**src/rtl/txn_seq.sv**
```systemverilog
module txn_seq #(
  parameter int MAX_BUSY   = 200,
  parameter int CRC_RETRY  = 10,
  parameter int RESEND_MAX = 10,
  parameter int DPOLL_CLKS = 21,
  parameter int EPOLL_CLKS = 50,
  parameter int PRE_CLKS   = 16,
  parameter int BRK_CLKS   = 256,
  parameter int POST_CLKS  = 16,
  parameter int PAUSE_CYC  = 1000,
  parameter int DW         = 32
) (
  input  logic          clk,
  input  logic          rst_n,
  input  logic          start,
  input  logic          brk_req,
  input  logic          ext_mode,
  input  logic [7:0]    t_send,
  input  logic [7:0]    t_echo,
  output logic          cmd_valid,
  output logic [1:0]    cmd_kind,
  input  logic          cmd_sent,
  output logic          rx_req,
  input  logic          rx_done,
  input  logic [1:0]    rx_stat,
  input  logic [1:0]    rx_tag,
  input  logic [DW-1:0] rx_data,
  output logic          clk_tick,
  output logic          sda_level,
  output logic          pins_drive,
  output logic          done,
  output logic [2:0]    status,
  output logic [DW-1:0] rd_data,
  output logic          link_lost,
  output logic          addr_inval
);
  localparam int SUMC = EPOLL_CLKS + DPOLL_CLKS + PRE_CLKS + POST_CLKS + 255;
  localparam int M1   = (BRK_CLKS > PAUSE_CYC) ? BRK_CLKS : PAUSE_CYC;
  localparam int MAXC = (M1 > SUMC) ? M1 : SUMC;
  localparam int CW   = $clog2(MAXC + 1);
  localparam int BW   = $clog2(MAX_BUSY + 2);
  localparam int RW   = $clog2(CRC_RETRY + 2);
  localparam int SW   = $clog2(RESEND_MAX + 2);

  localparam logic [2:0] ST_OK = 3'd0, ST_TMO = 3'd1, ST_IO = 3'd2, ST_BUSY = 3'd3, ST_NODEV = 3'd4;
  localparam logic [1:0] K_REQ = 2'd0, K_DPOLL = 2'd1, K_EPOLL = 2'd2, K_TERM = 2'd3;
  localparam logic [1:0] RX_GOOD = 2'd0, RX_CRC = 2'd1, RX_TMO = 2'd2;
  localparam logic [1:0] T_ACK = 2'd0, T_BUSY = 2'd1, T_ERRA = 2'd2;

  typedef enum logic [2:0] {S_IDLE, S_CMD, S_RX, S_BURST, S_PAUSE, S_DONE} st_t;
  typedef enum logic [1:0] {A_CMD, A_FIN, A_BRK} act_t;

  st_t           st;
  act_t          aft;
  logic [CW-1:0] cnt;
  logic          lvl_low, term_f, errc_f, brk_f, lost_r;
  logic [1:0]    kind, ph;
  logic [BW-1:0] busy_n;
  logic [RW-1:0] crc_n;
  logic [SW-1:0] rs_n;
  logic [2:0]    fin;
  logic [DW-1:0] rd_q;
  logic          in_idle;

  assign in_idle    = (st == S_IDLE);
  assign cmd_valid  = (st == S_CMD);
  assign cmd_kind   = kind;
  assign rx_req     = (st == S_RX);
  assign clk_tick   = (st == S_BURST) && (cnt != '0);
  assign sda_level  = ~lvl_low;
  assign pins_drive = ~ext_mode;
  assign done       = (st == S_DONE);
  assign status     = fin;
  assign rd_data    = rd_q;
  assign link_lost  = done && lost_r;
  assign addr_inval = done && brk_f;

  always_ff @(posedge clk or negedge rst_n) begin
    if (!rst_n) begin
      st <= S_IDLE;  aft <= A_FIN;  cnt <= '0;  lvl_low <= 1'b0;
      term_f <= 1'b0;  errc_f <= 1'b0;  brk_f <= 1'b0;  lost_r <= 1'b0;
      kind <= K_REQ;  ph <= 2'd0;  busy_n <= '0;  crc_n <= '0;  rs_n <= '0;
      fin <= ST_OK;  rd_q <= '0;
    end else if (in_idle) begin
      if (start || brk_req) begin
        lost_r <= 1'b0;  term_f <= 1'b0;  errc_f <= 1'b0;  brk_f <= 1'b0;
        busy_n <= '0;  crc_n <= '0;  rs_n <= '0;
        if (ext_mode) begin
          fin <= ST_BUSY;  st <= S_DONE;
        end else if (start) begin
          fin <= ST_OK;  kind <= K_REQ;  st <= S_CMD;
        end else begin
          brk_f <= 1'b1;  ph <= 2'd0;  fin <= ST_OK;
          cnt <= CW'(PRE_CLKS);  lvl_low <= 1'b0;  aft <= A_BRK;  st <= S_BURST;
        end
      end
    end else begin
      case (st)
        S_CMD: if (cmd_sent) st <= S_RX;
        S_RX: if (rx_done) begin
          st <= S_BURST;  lvl_low <= 1'b0;  aft <= A_FIN;  cnt <= CW'(t_send);
          if (term_f) begin
            fin    <= ST_IO;
            lost_r <= !(rx_stat == RX_GOOD && rx_tag == T_ACK);
          end else begin
            case (rx_stat)
              RX_TMO: fin <= ST_TMO;
              RX_CRC:
                if (crc_n < RW'(CRC_RETRY)) begin
                  crc_n <= crc_n + 1'b1;  kind <= K_EPOLL;
                  cnt <= CW'(EPOLL_CLKS);  aft <= A_CMD;
                end else fin <= ST_IO;
              RX_GOOD:
                case (rx_tag)
                  T_ACK: begin fin <= ST_OK; rd_q <= rx_data; end
                  T_BUSY: begin
                    cnt <= CW'(DPOLL_CLKS);  aft <= A_CMD;
                    if (busy_n < BW'(MAX_BUSY)) begin
                      busy_n <= busy_n + 1'b1;  kind <= K_DPOLL;
                    end else begin
                      term_f <= 1'b1;  kind <= K_TERM;
                    end
                  end
                  T_ERRA: fin <= ST_IO;
                  default: begin fin <= ST_IO; errc_f <= 1'b1; end
                endcase
              default: fin <= ST_NODEV;
            endcase
          end
        end
        S_BURST:
          if (cnt <= CW'(1)) begin
            case (aft)
              A_CMD: st <= S_CMD;
              A_FIN:
                if (errc_f && rs_n < SW'(RESEND_MAX)) begin
                  rs_n <= rs_n + 1'b1;  errc_f <= 1'b0;
                  busy_n <= '0;  crc_n <= '0;
                  cnt <= CW'(PAUSE_CYC);  st <= S_PAUSE;
                end else st <= S_DONE;
              default:
                case (ph)
                  2'd0: begin ph <= 2'd1; cnt <= CW'(BRK_CLKS);  lvl_low <= 1'b1; end
                  2'd1: begin ph <= 2'd2; cnt <= CW'(t_echo);    lvl_low <= 1'b0; end
                  2'd2: begin ph <= 2'd3; cnt <= CW'(POST_CLKS); end
                  default: st <= S_DONE;
                endcase
            endcase
          end else cnt <= cnt - 1'b1;
        S_PAUSE:
          if (cnt <= CW'(1)) begin
            kind <= K_REQ;  st <= S_CMD;
          end else cnt <= cnt - 1'b1;
        default: st <= S_IDLE;
      endcase
    end
  end
endmodule


```
**config.mk**
```make
export PLATFORM = sky130hd
export DESIGN_NAME = txn_seq
export DESIGN_NICKNAME = d
export VERILOG_FILES = /design/src/rtl/txn_seq.sv
export SDC_FILE = /design/constraint.sdc
export NUM_CORES = 1
export LEC_CHECK = 0
export ABC_AREA = 1
export BUFFER_PORTS_ARGS = -buffer_cell sky130_fd_sc_hd__buf_2
export CAP_MARGIN = 10
export CORE_MARGIN = 4
export CORE_UTILIZATION = 30
export CTS_CLUSTER_DIAMETER = 100
export CTS_CLUSTER_SIZE = 10
export DETAILED_ROUTE_END_ITERATION = 10
export PLACE_DENSITY_LB_ADDON = 0.12
export SETUP_SLACK_MARGIN = 0.4
export SYNTH_ARGS = -nofsm -noshare
export SYNTH_HDL_FRONTEND = slang
export SYNTH_SLANG_ARGS = --single-unit
```
**constraint.sdc**
```tcl
create_clock -name clk -period 2.2 [get_ports clk]
set_input_delay 0 -clock clk [delete_from_list [all_inputs] [get_ports clk]]
set_output_delay 0 -clock clk [all_outputs]
set_load 0.01 [all_outputs]
```
Yosys cells after proc, flatten, opt, wreduce, memory -nomap -nowiden:

Cells that the tools add are included.
Widths: inputs -> output; s select.

* add/subtract/negate cells: 4
* $mul: 0
* divide/modulo/power cells: 0
* order comparisons: 4
* equality and inequality tests: 42
* shift operators: 0
* muxes and demuxes: 124
* bitwise logic cells: 4
* reduce and logical (&&, ||, !) cells: 42

Operator list (number)
* $mux 8: 13
* $mux 10: 8
* $pmux 10 s3: 2
* $mux 4: 14
* $mux 2: 25
* $mux 3: 14
* $mux 1: 33
* $pmux 8 s2: 2
* $reduce_and 9->1: 3
* $ne 3x1->1 const B: 7
* $pmux 10 s2: 1
* $reduce_and 10->1: 2
* $ne 4x4->1 const B: 4
* $ne 3x2->1 const B: 5
* $reduce_and 5->1: 3
* $reduce_bool 2->1: 7
* $pmux 3 s2: 2
* $pmux 3 s4: 1
* $reduce_and 6->1: 2
* $le 10x1->1 const B: 1
* $reduce_bool 10->1: 1
* $sub 10x1->10 const B: 1
* $ne 3x3->1 const B: 3
* $pmux 3 s3: 1
* other kinds (36): 65

* register bits after elaboration: 75
* bits in latches: 0
* RAM bits: 0
* ROM bits: 0
* output and inout bits: 45
* logic and storage cells: 235
* memories: 0

Logic depth before layout (Yosys ltp):

Gate-level depths: netlist of the first run.

* word-level depth: 8
* mapped depth: 13
* depth with buffers taken out: 12

Worst setup path before layout of the first run:

OpenSTA, ideal clock, no wires.

* path type: reg-to-reg
* start point: reg cnt[0]
* end point: reg cnt[0]
* arrival time: 1.772 ns
* required time: 2.135 ns
* path slack: 0.363 ns
* cell stages (with the launch flop): 12
* period minus slack after synthesis: 1.837 ns
* cells stage by stage: dfrtp_1 -> inv_1 -> ha_1 -> nor2_1 -> clkinv_1 -> nand2_4 -> inv_1 -> nand2_2 -> nand2_1 -> nor2_4 -> nand3_1 -> nand2_1

* cells in the longest elaborated chain, start to end: 4

RTL lines
* from (decl): RTL line 55 `logic [CW-1:0] cnt;`
* from (signal assigned): RTL line 149 `end else cnt <= cnt - 1'b1;`
* from (signal assigned): RTL line 153 `end else cnt <= cnt - 1'b1;`
* $sub 10x1->10 / $le 10x1->1 (equally long branches)
* $mux 10, on equally long branches: RTL line 151, 132
* $pmux 10 s3: RTL line 98 `case (st)`
* $mux 10: RTL line 84 `end else if (in_idle) begin`

Several ways; a longest one is shown, not always the timed one. The select of a mux whose other input is x is not followed.
A chain may end at the register's enable or synchronous reset.

Worst setup path after layout of the first run:

* start point: reg cnt[5]
* end point: reg st[0]

* cells in the longest elaborated chain, start to end: 3

RTL lines
* $le 10x1->1 (*): RTL line 132, 151
* $ne 3x3->1 (no source line) / $ne 3x2->1 (equally long branches)
* $reduce_and 6->1 (no source line) (*)
* to (signal assigned): RTL line 134 `A_CMD: st <= S_CMD;`
* to (signal assigned): RTL line 152 `kind <= K_REQ; st <= S_CMD;`
* to (signal assigned): RTL line 154 `default: st <= S_IDLE;`
* to (decl): RTL line 53 `st_t st;`

Mark *: on every way between the ends. The rest lies on a longest branch, timed or not.

==> out/summary.log, run 1 <==
INFO  critical_path  timing.critical_path.mode_cell=sky130_fd_sc_hd__nor2_4
INFO  sta            achievable-frequency=573MHz
INFO  yosys          postSynthRegisterBits=75
INFO  sta            worst_pin_slew=0.593ns
INFO  floorplanning  dieArea=17500um^2
INFO  sta            finalSetupViolations=0
INFO  place          cell_count_after_placement=894
INFO  clock_tree     cts-htree-levels=3
INFO  min_path       timing.hold.worst.start=t_send[3]
INFO  drt            routed_wire_length_per_instance=14.7um
INFO  critical_path  path_class=reg -> reg
INFO  drt            detail_route.vias_per_cell=4.80
INFO  cells_and_area layout.nets=849
INFO  critical_path  register_to_register_path_setup_slack=0.45ns
INFO  sta            maxSlewHeadroom=60.4%
INFO  power          power_frac_comb=54.4%
INFO  place          placement.io_buffers=103
INFO  flow_run       timing.max_cap.violations=0
INFO  grt            grt_pass1_wl=23.2mm
INFO  drt            detail_route.first_pass.iterations=5
INFO  cells_and_area num_antenna_cells=0
INFO  yosys          synth.most_common_cell=sky130_fd_sc_hd__nand2_1
INFO  power          finalPower=0.00851W
INFO  critical_path  cp-start-kind=flop
INFO  sta            hold_violations=0
INFO  clock_tree     cts_made_buffers=9
INFO  critical_path  capturing_element_type_of_the_critical_path=flop
INFO  yosys          synth.yosys.warnings=0
INFO  yosys          synth_area_in_adders=2.71%
INFO  yosys          synth_enable_flop_cells=0
INFO  sta            final.period_utilization=79.4%
INFO  critical_path  worstPathArrival=1.96ns
INFO  power          irDropWorstVdd=0.000524V
INFO  power          p_switching=0.00376W
INFO  power          power_report.internal_total=0.00475W
INFO  clock_tree     clkLatencyLatePin=0.34ns
INFO  yosys          synth_async_sr_flop_share=100%
INFO  yosys          synth_area=4620um^2
INFO  power          power-per-cell-area=1300nW/um^2
INFO  clock_tree     cts.sink_count=75
INFO  yosys          netlist_instances=596
INFO  sta            timing.final.max_slew_violations=0
INFO  yosys          synth-main-ff-cell=sky130_fd_sc_hd__dfrtp_1
INFO  clock_tree     clk_root_buffer_cell=sky130_fd_sc_hd__clkbuf_16
INFO  yosys          synth.area.top_cells=sky130_fd_sc_hd__dfrtp_1 (40%), sky130_fd_sc_hd__nand2_1 (14%), sky130_fd_sc_hd__nand3_1 (7.4%)
INFO  yosys          seq_area_frac_synth=40.6%
INFO  yosys          synth_xor_xnor_area_share=1.14%
INFO  min_path       cell_count_of_the_worst_hold_path=5
INFO  sta            grt_setup_unrepaired=true
INFO  cells_and_area post_route_cells_drive_above_1_share=33.7%
INFO  grt            number_of_antenna_violations_at_the_first_check_in_global_routing=0
INFO  drt            routed-via-count=4665
INFO  grt            pin_count_of_the_biggest_net_entering_global_routing=44
INFO  yosys          proportion_of_netlist_area_held_by_the_largest_area_contributor=40.1%
INFO  power          p_leak=3.51nW
INFO  critical_path  worst_path_max_delay_cell=sky130_fd_sc_hd__dfrtp_2
INFO  critical_path  worst-path-max-fanout=8
INFO  drt            postRouteAntennaNets=0
INFO  yosys          synth_compound_gate_area_share=6.17%
INFO  clock_tree     ctsLongestPathBuffers=2
INFO  yosys          synth_simple_gate_area_share=35.1%
INFO  min_path       whs_endpoint=cnt[3]
INFO  cells_and_area synthToLayoutAreaGrowth=41.6%
INFO  drt            drt_first_iter_violations=304
INFO  place          dp_hpwl=10.4mm
INFO  power          clock_power_share=18.7%
INFO  critical_path  crit_chain=nor2_4 -> nand2_4 -> nor2_4 -> nand2_8 -> buf_4 -> a21oi_4 -> nand3_2 -> nand2_1 -> o21ai_0
INFO  floorplanning  floorplan.die.width=132um
INFO  drt            drt_total_wl=14.3mm
INFO  floorplanning  io-pin-count=104
INFO  floorplanning  rows=45
INFO  clock_tree     cts.reportedPaths.clkPinSlew=0.06ns
INFO  sta            post_route_minimum_period=1.75ns
INFO  yosys          syn-num-nets=665
INFO  grt            grt_overflow=0
INFO  clock_tree     cts_tree=done
INFO  grt            first_global_vias=4570
INFO  critical_path  regToRegEndpoint=st[0]
INFO  power          power.sequential.fraction=26.9%
INFO  floorplanning  core_footprint=15100um^2
INFO  critical_path  timing.rr.start=cnt[5]
INFO  yosys          yosysTopAreaCell=sky130_fd_sc_hd__dfrtp_1
INFO  sta            clock-skew-final=0.00673ns
INFO  place          place.gp.congestion=0.849
INFO  floorplanning  starting_density_of_the_core=30.5%
INFO  status         outcome=completed
INFO  grt            grt.total_usage=16.4%
INFO  critical_path  timing.critical_path.required=2.41ns
INFO  cells_and_area finalNonFillerCells=971
INFO  critical_path  worst-r2r-cell-count=9
INFO  min_path       min_path_type=in -> reg
INFO  yosys          ys_types=41
INFO  yosys          netlist_top_cells_count=sky130_fd_sc_hd__nand2_1 (176), sky130_fd_sc_hd__dfrtp_1 (74), sky130_fd_sc_hd__nand3_1 (68), sky130_fd_sc_hd__nor2_1 (53), sky130_fd_sc_hd__inv_1 (50)
INFO  drt            drc_errors=0
INFO  yosys          synth.area.mux_share=8.04%
INFO  critical_path  cpPeakStageDelay=0.44ns
INFO  cells_and_area fillerInstances=1545
INFO  power          switching_share=44.2%
INFO  floorplanning  dieHeight=132um
INFO  yosys          synth_top_family_by_area=simple AND/OR/NAND/NOR gates
INFO  yosys          post_synth.cell_area_avg=7.76um^2
INFO  sta            setup_tns_final=0ns
==> critical path: cells and delay by family, from the launching register on <==
family	cells	cell delay, ns
flops	1	0.44
buf+inv	1	0.15
simple gates	6	0.73
compound gates	2	0.30
==> sequential cells by signal, summed over array words and instances, names as in the netlist <==
| name | cells |
|---|---|
| ph | 2 |
| term_f | 1 |
| busy_n | 8 |
| errc_f | 1 |
| cnt | 10 |
| brk_f | 1 |
| lvl_low | 1 |
| st | 3 |
| aft | 2 |
| rd_data | 32 |
| rs_n | 4 |
| crc_n | 4 |
| cmd_kind | 2 |
| status | 3 |
| lost_r | 1 |
==> cells by family (layout without fill, tap and decap cells) <==
| kind of cell | Yosys count | in the layout |
|---|---|---|
| compound gates | 48 | 48 |
| xor+xnor | 6 | 6 |
| fa+ha+maj | 10 | 10 |
| buf+inv | 71 | 256 |
| flops | 75 | 75 |
| mux | 33 | 33 |
| simple gates | 353 | 355 |
==> area by class of cell <==
cell class	instances	area (um^2)	area share [%]
clock buffers	12	256	3.92
clock inverters	2	60.1	0.917
inverters	59	229	3.50
multi-input cells	452	2650	40.4
flip-flops and latches	75	1890	28.8
well taps	188	235	3.59
repair buffers	183	1230	18.8
==> power by group through the flow <==
stage	logic (W)	registers (W)	clock network (W)
after detailed placement	0.00403	0.00226	0
after global routing	0.00515	0.00235	0.00169
after floorplan	0.00265	0.00229	0
final	0.00463	0.00229	0.00159
after CTS	0.00434	0.00226	0.00163
after global placement	0.00400	0.00226	0
==> worst max path at each step <==
stage,from,to,slack (ns),depth (start not counted)
6_report,cnt[5],st[0],0.45,9
5_1_grt,cnt[5],st[1],0.38,9
4_1_cts,ph[1],cnt[5],0.37,10
3_5_place_dp,cnt[0],cnt[5],0.12,11
3_3_place_gp,cnt[0],cnt[1],0.23,11
2_1_floorplan,cnt[0],cnt[0],0.44,11
==> what timing repair did <==
| action | CTS | global route |
|---|---|---|
| buffers inserted | 7 | 17 |
| gates resized for setup | 21 | 37 |
| hold endpoints to repair | 75 | 0 |
| hold buffers | 37 | 0 |
| endpoints found under the setup margin | 66 | 58 |
| gates cloned | 2 | 0 |
| pin swaps | 5 | 10 |
==> metal layers <==
layer,part of all wire (%),track usage (%),wire [um],vias to the layer above
met3,3.8,3.51,548,19
li1,-,-,-,2317
met1,46,21.8,6560,2233
met4,1.6,5.02,222,0
met5,0,0,0,-
met2,49,26.9,6970,96
==> placed cells by master, fill, tap and decap left out, types with 5 or more instances in the layout <==
master and n:
sky130_fd_sc_hd__nor2_1 47, sky130_fd_sc_hd__dfrtp_1 66, sky130_fd_sc_hd__nor2_4 12, sky130_fd_sc_hd__dlygate4sd3_1 37, sky130_fd_sc_hd__buf_4 41, sky130_fd_sc_hd__nand4_1 10
sky130_fd_sc_hd__ha_1 7, sky130_fd_sc_hd__buf_2 102, sky130_fd_sc_hd__mux2_2 29, sky130_fd_sc_hd__inv_2 10, sky130_fd_sc_hd__o21ai_0 21, sky130_fd_sc_hd__o21ai_1 6
sky130_fd_sc_hd__nand2_2 11, sky130_fd_sc_hd__dfrtp_2 8, sky130_fd_sc_hd__nand3_1 67, sky130_fd_sc_hd__clkbuf_16 9, sky130_fd_sc_hd__nand2_1 169, sky130_fd_sc_hd__nand3b_1 5
sky130_fd_sc_hd__nor3_1 6, sky130_fd_sc_hd__a21oi_1 11, sky130_fd_sc_hd__inv_1 45
==> per-stage QoR <==
stage / hold slack [ns] / worst slack (ns) / util, % / instance area (um^2)
floorplan: -0.296 / 0.442 / - / 4620
global placement: 0.0415 / 0.225 / 36.0 / 5460
detailed placement: 0.0426 / 0.119 / 36.0 / 5460
CTS: 0.0160 / 0.367 / 41.7 / 6310
global route: 0.00809 / 0.380 / 43.2 / 6550
finish: 0.00506 / 0.453 / 43.2 / 6550
No activity file was read; power rests on OpenSTA's default activity.
==> run 2: changes to the inputs <==
==> constraint.sdc (replaced) <==
create_clock -name clk -period 1.44 [get_ports clk]
set_input_delay 0 -clock clk [delete_from_list [all_inputs] [get_ports clk]]
set_output_delay 0 -clock clk [all_outputs]
set_load 0.01 [all_outputs]
==> run 2 against run 1 <==
Effect of this change:
- the run now ends with setup timing left
- register-to-register slack got worse by 0.67 ns
- cell count up 11%
- design area up 22%
- worst setup slack got worse by 0.67 ns
- sequential power grew 47%
- largest power group unchanged
==> out/summary.log, run 2 (same netlist as run 1, synthesis figures left out) <==
INFO  floorplanning  io-pin-count=104
INFO  grt            pin_count_of_the_biggest_net_entering_global_routing=76
INFO  clock_tree     cts_tree=done
INFO  place          placement.setup.worst_slack=-0.323ns
INFO  status         violations=setup timing
INFO  critical_path  cpPeakStageDelay=0.47ns
INFO  floorplanning  rows=45
INFO  cells_and_area mostFrequentLayoutCells=sky130_fd_sc_hd__nand2_1 (155), sky130_fd_sc_hd__buf_4 (120), sky130_fd_sc_hd__buf_2 (102)
INFO  cells_and_area largest_register_ffs=32
INFO  drt            detail_route.vias_per_cell=4.68
INFO  min_path       timing.hold.worst.start=rx_stat[0]
INFO  drt            postRouteAntennaNets=0
INFO  min_path       whs_endpoint=status[0]
INFO  drt            routed-via-count=5059
INFO  sta            worst_pin_slew=0.449ns
INFO  critical_path  cp-start-kind=flop
INFO  grt            grt_overflow=0
INFO  cells_and_area synthToLayoutAreaGrowth=73.1%
INFO  critical_path  register_to_register_path_setup_slack=-0.22ns
INFO  floorplanning  floorplan.die.width=132um
INFO  grt            first_global_vias=5112
INFO  floorplanning  dieHeight=132um
INFO  drt            drt_first_iter_violations=240
INFO  power          power-per-cell-area=2040nW/um^2
INFO  power          switching_share=43.4%
INFO  cells_and_area post_layout_utilization_of_the_core=52.8%
INFO  min_path       min_path_type=in -> reg
INFO  critical_path  timing.critical_path.max_delay_family=buffers and inverters
INFO  cells_and_area multi_input_gate_area=3120um^2
INFO  critical_path  crit_chain=buf_4 -> nand3_2 -> inv_2 -> buf_4 -> a21oi_4 -> buf_4 -> nand3_1 -> nand2_1
INFO  cells_and_area register_area=1880um^2
INFO  clock_tree     cts.sink_count=75
INFO  cells_and_area fillerInstances=1408
INFO  power          p_leak=4.26nW
INFO  sta            post_route_minimum_period=1.66ns
INFO  cells_and_area finalNonFillerCells=1081
INFO  critical_path  capturing_element_type_of_the_critical_path=flop
INFO  status         outcome=finished, violations left
INFO  critical_path  timing.critical_path.mode_cell=sky130_fd_sc_hd__buf_4
INFO  cells_and_area post_route_cells_drive_above_1_share=47.9%
INFO  place          cell_count_after_placement=992
INFO  power          power_report.internal_total=0.00921W
INFO  grt            grt.total_usage=17.8%
INFO  sta            finalSetupViolations=75
INFO  sta            achievable-frequency=602MHz
INFO  grt            grt_pass1_wl=25.2mm
INFO  clock_tree     cts.reportedPaths.clkPinSlew=0.07ns
INFO  sta            final.period_utilization=115%
INFO  drt            drc_errors=0
INFO  sta            maxSlewHeadroom=70.1%
INFO  floorplanning  starting_density_of_the_core=30.5%
INFO  cells_and_area layout.nets=957
INFO  power          power.sequential.fraction=20.7%
INFO  min_path       cell_count_of_the_worst_hold_path=4
INFO  clock_tree     clk_root_buffer_cell=sky130_fd_sc_hd__clkbuf_16
INFO  cells_and_area commonest_non_fill_non_tap_cell_in_the_layout=sky130_fd_sc_hd__nand2_1
INFO  clock_tree     cts-htree-levels=3
INFO  critical_path  cp.buffers_inverters=4
INFO  power          power_frac_comb=64.6%
INFO  sta            hold_violations=0
INFO  clock_tree     ctsLongestPathBuffers=2
INFO  critical_path  path_class=reg -> reg
INFO  critical_path  regToRegEndpoint=busy_n[7]
INFO  power          finalPower=0.0163W
INFO  critical_path  worst-path-max-fanout=6
INFO  place          dp_hpwl=11.1mm
INFO  critical_path  worstPathArrival=1.95ns
INFO  sta            timing.final.max_slew_violations=0
INFO  critical_path  timing.critical_path.required=1.73ns
INFO  power          p_switching=0.00708W
INFO  sta            clock-skew-final=0.0114ns
INFO  place          place.gp.congestion=0.819
INFO  sta            post-route-worst-setup-slack=-0.221ns
INFO  floorplanning  core_footprint=15100um^2
INFO  critical_path  critical_path_cell_count=8
INFO  power          irDropWorstVdd=0.000808V
INFO  drt            drt_total_wl=15.7mm
INFO  flow_run       timing.max_cap.violations=0
INFO  critical_path  timing.rr.start=st[0]
INFO  critical_path  worst_path_max_delay_cell=sky130_fd_sc_hd__dfrtp_2
INFO  place          placement.io_buffers=103
INFO  power          clock_power_share=14.7%
INFO  clock_tree     clkLatencyLatePin=0.36ns
INFO  sta            grt_setup_unrepaired=true
INFO  cells_and_area num_antenna_cells=0
INFO  grt            number_of_antenna_violations_at_the_first_check_in_global_routing=0
INFO  drt            routed_wire_length_per_instance=14.5um
INFO  drt            detail_route.first_pass.iterations=5
INFO  clock_tree     cts_made_buffers=9
INFO  critical_path  worst-r2r-cell-count=8
INFO  floorplanning  dieArea=17500um^2
## run 2: cell types whose count changed in the layout (fill, tap and decap cells not counted), moves of 8 or more
cell | previous run | this run
sky130_fd_sc_hd__nand3_2 | 3 | 15
sky130_fd_sc_hd__nand3_1 | 67 | 53
sky130_fd_sc_hd__buf_4 | 41 | 120
sky130_fd_sc_hd__o21ai_2 | 1 | 9
sky130_fd_sc_hd__nand2_2 | 11 | 19
sky130_fd_sc_hd__mux2_2 | 29 | 0
sky130_fd_sc_hd__nand2_1 | 169 | 155
sky130_fd_sc_hd__mux2_4 | 0 | 33
sky130_fd_sc_hd__buf_6 | 2 | 21
sky130_fd_sc_hd__o21ai_0 | 21 | 8
## run 2: timing repair
action	in CTS	in global routing
hold buffers	38	0
pin swaps	28	44
gates resized for setup	72	70
setup buffers	19	13
hold endpoints to repair	110	0
setup endpoints to repair	81	81
gates cloned	2	1
## run 2: stage by stage
step                hold WS, ns  area, um^2  TNS, ns
floorplan                -0.296        4910    -7.65
global placement         0.0581        6460   -14.51
detailed placement       0.0594        6460   -15.66
CTS                     0.00231        7590   -12.92
global route            0.00471        8000   -18.77
finish                 0.000933        8000   -13.39
## run 2: worst max-delay path by stage
stage / from / to / slack, ns
5_1_grt: st[0] / cnt[0] / -0.31
6_report: st[0] / busy_n[7] / -0.22
4_1_cts: cnt[3] / clk_tick / -0.22
3_5_place_dp: st[0] / busy_n[5] / -0.32
2_1_floorplan: cnt[3] / cnt[0] / -0.15
3_3_place_gp: st[0] / busy_n[2] / -0.31
## run 2: worst register-to-register path, delay by kind of cell (launching register included)
kind,cells,cell delay (ns)
AO/OA/AOI/OAI,1,0.23
buffers and inverters,4,0.61
flip-flops,1,0.47
AND/OR/NAND/NOR,3,0.28
## run 2: power groups by stage
stage          combinational, W  clock [W]  sequential, W
6_report                 0.0105    0.00239        0.00337
5_1_grt                  0.0114    0.00257        0.00346
4_1_cts                 0.00931    0.00245        0.00333
3_5_place_dp            0.00807          0        0.00335
3_3_place_gp            0.00803          0        0.00334
2_1_floorplan           0.00460          0        0.00354
## run 2: area by class of cell
cell class                 count  area share (%)
multi-input combinational    453            39.0
timing repair buffer         290            27.5
sequential                    75            23.5
inverter                      59            3.27
tap                          188            2.94
clock buffer                   9            2.81
clock inverter                 7            1.05
## run 2: metal layers
metal	wire length, um	vias to the layer above	global-route usage (%)
met5	0	-	0
met4	287	0	7.06
met3	471	21	3.24
met2	7940	98	30.3
met1	7030	2392	22.5
li1	-	2548	-
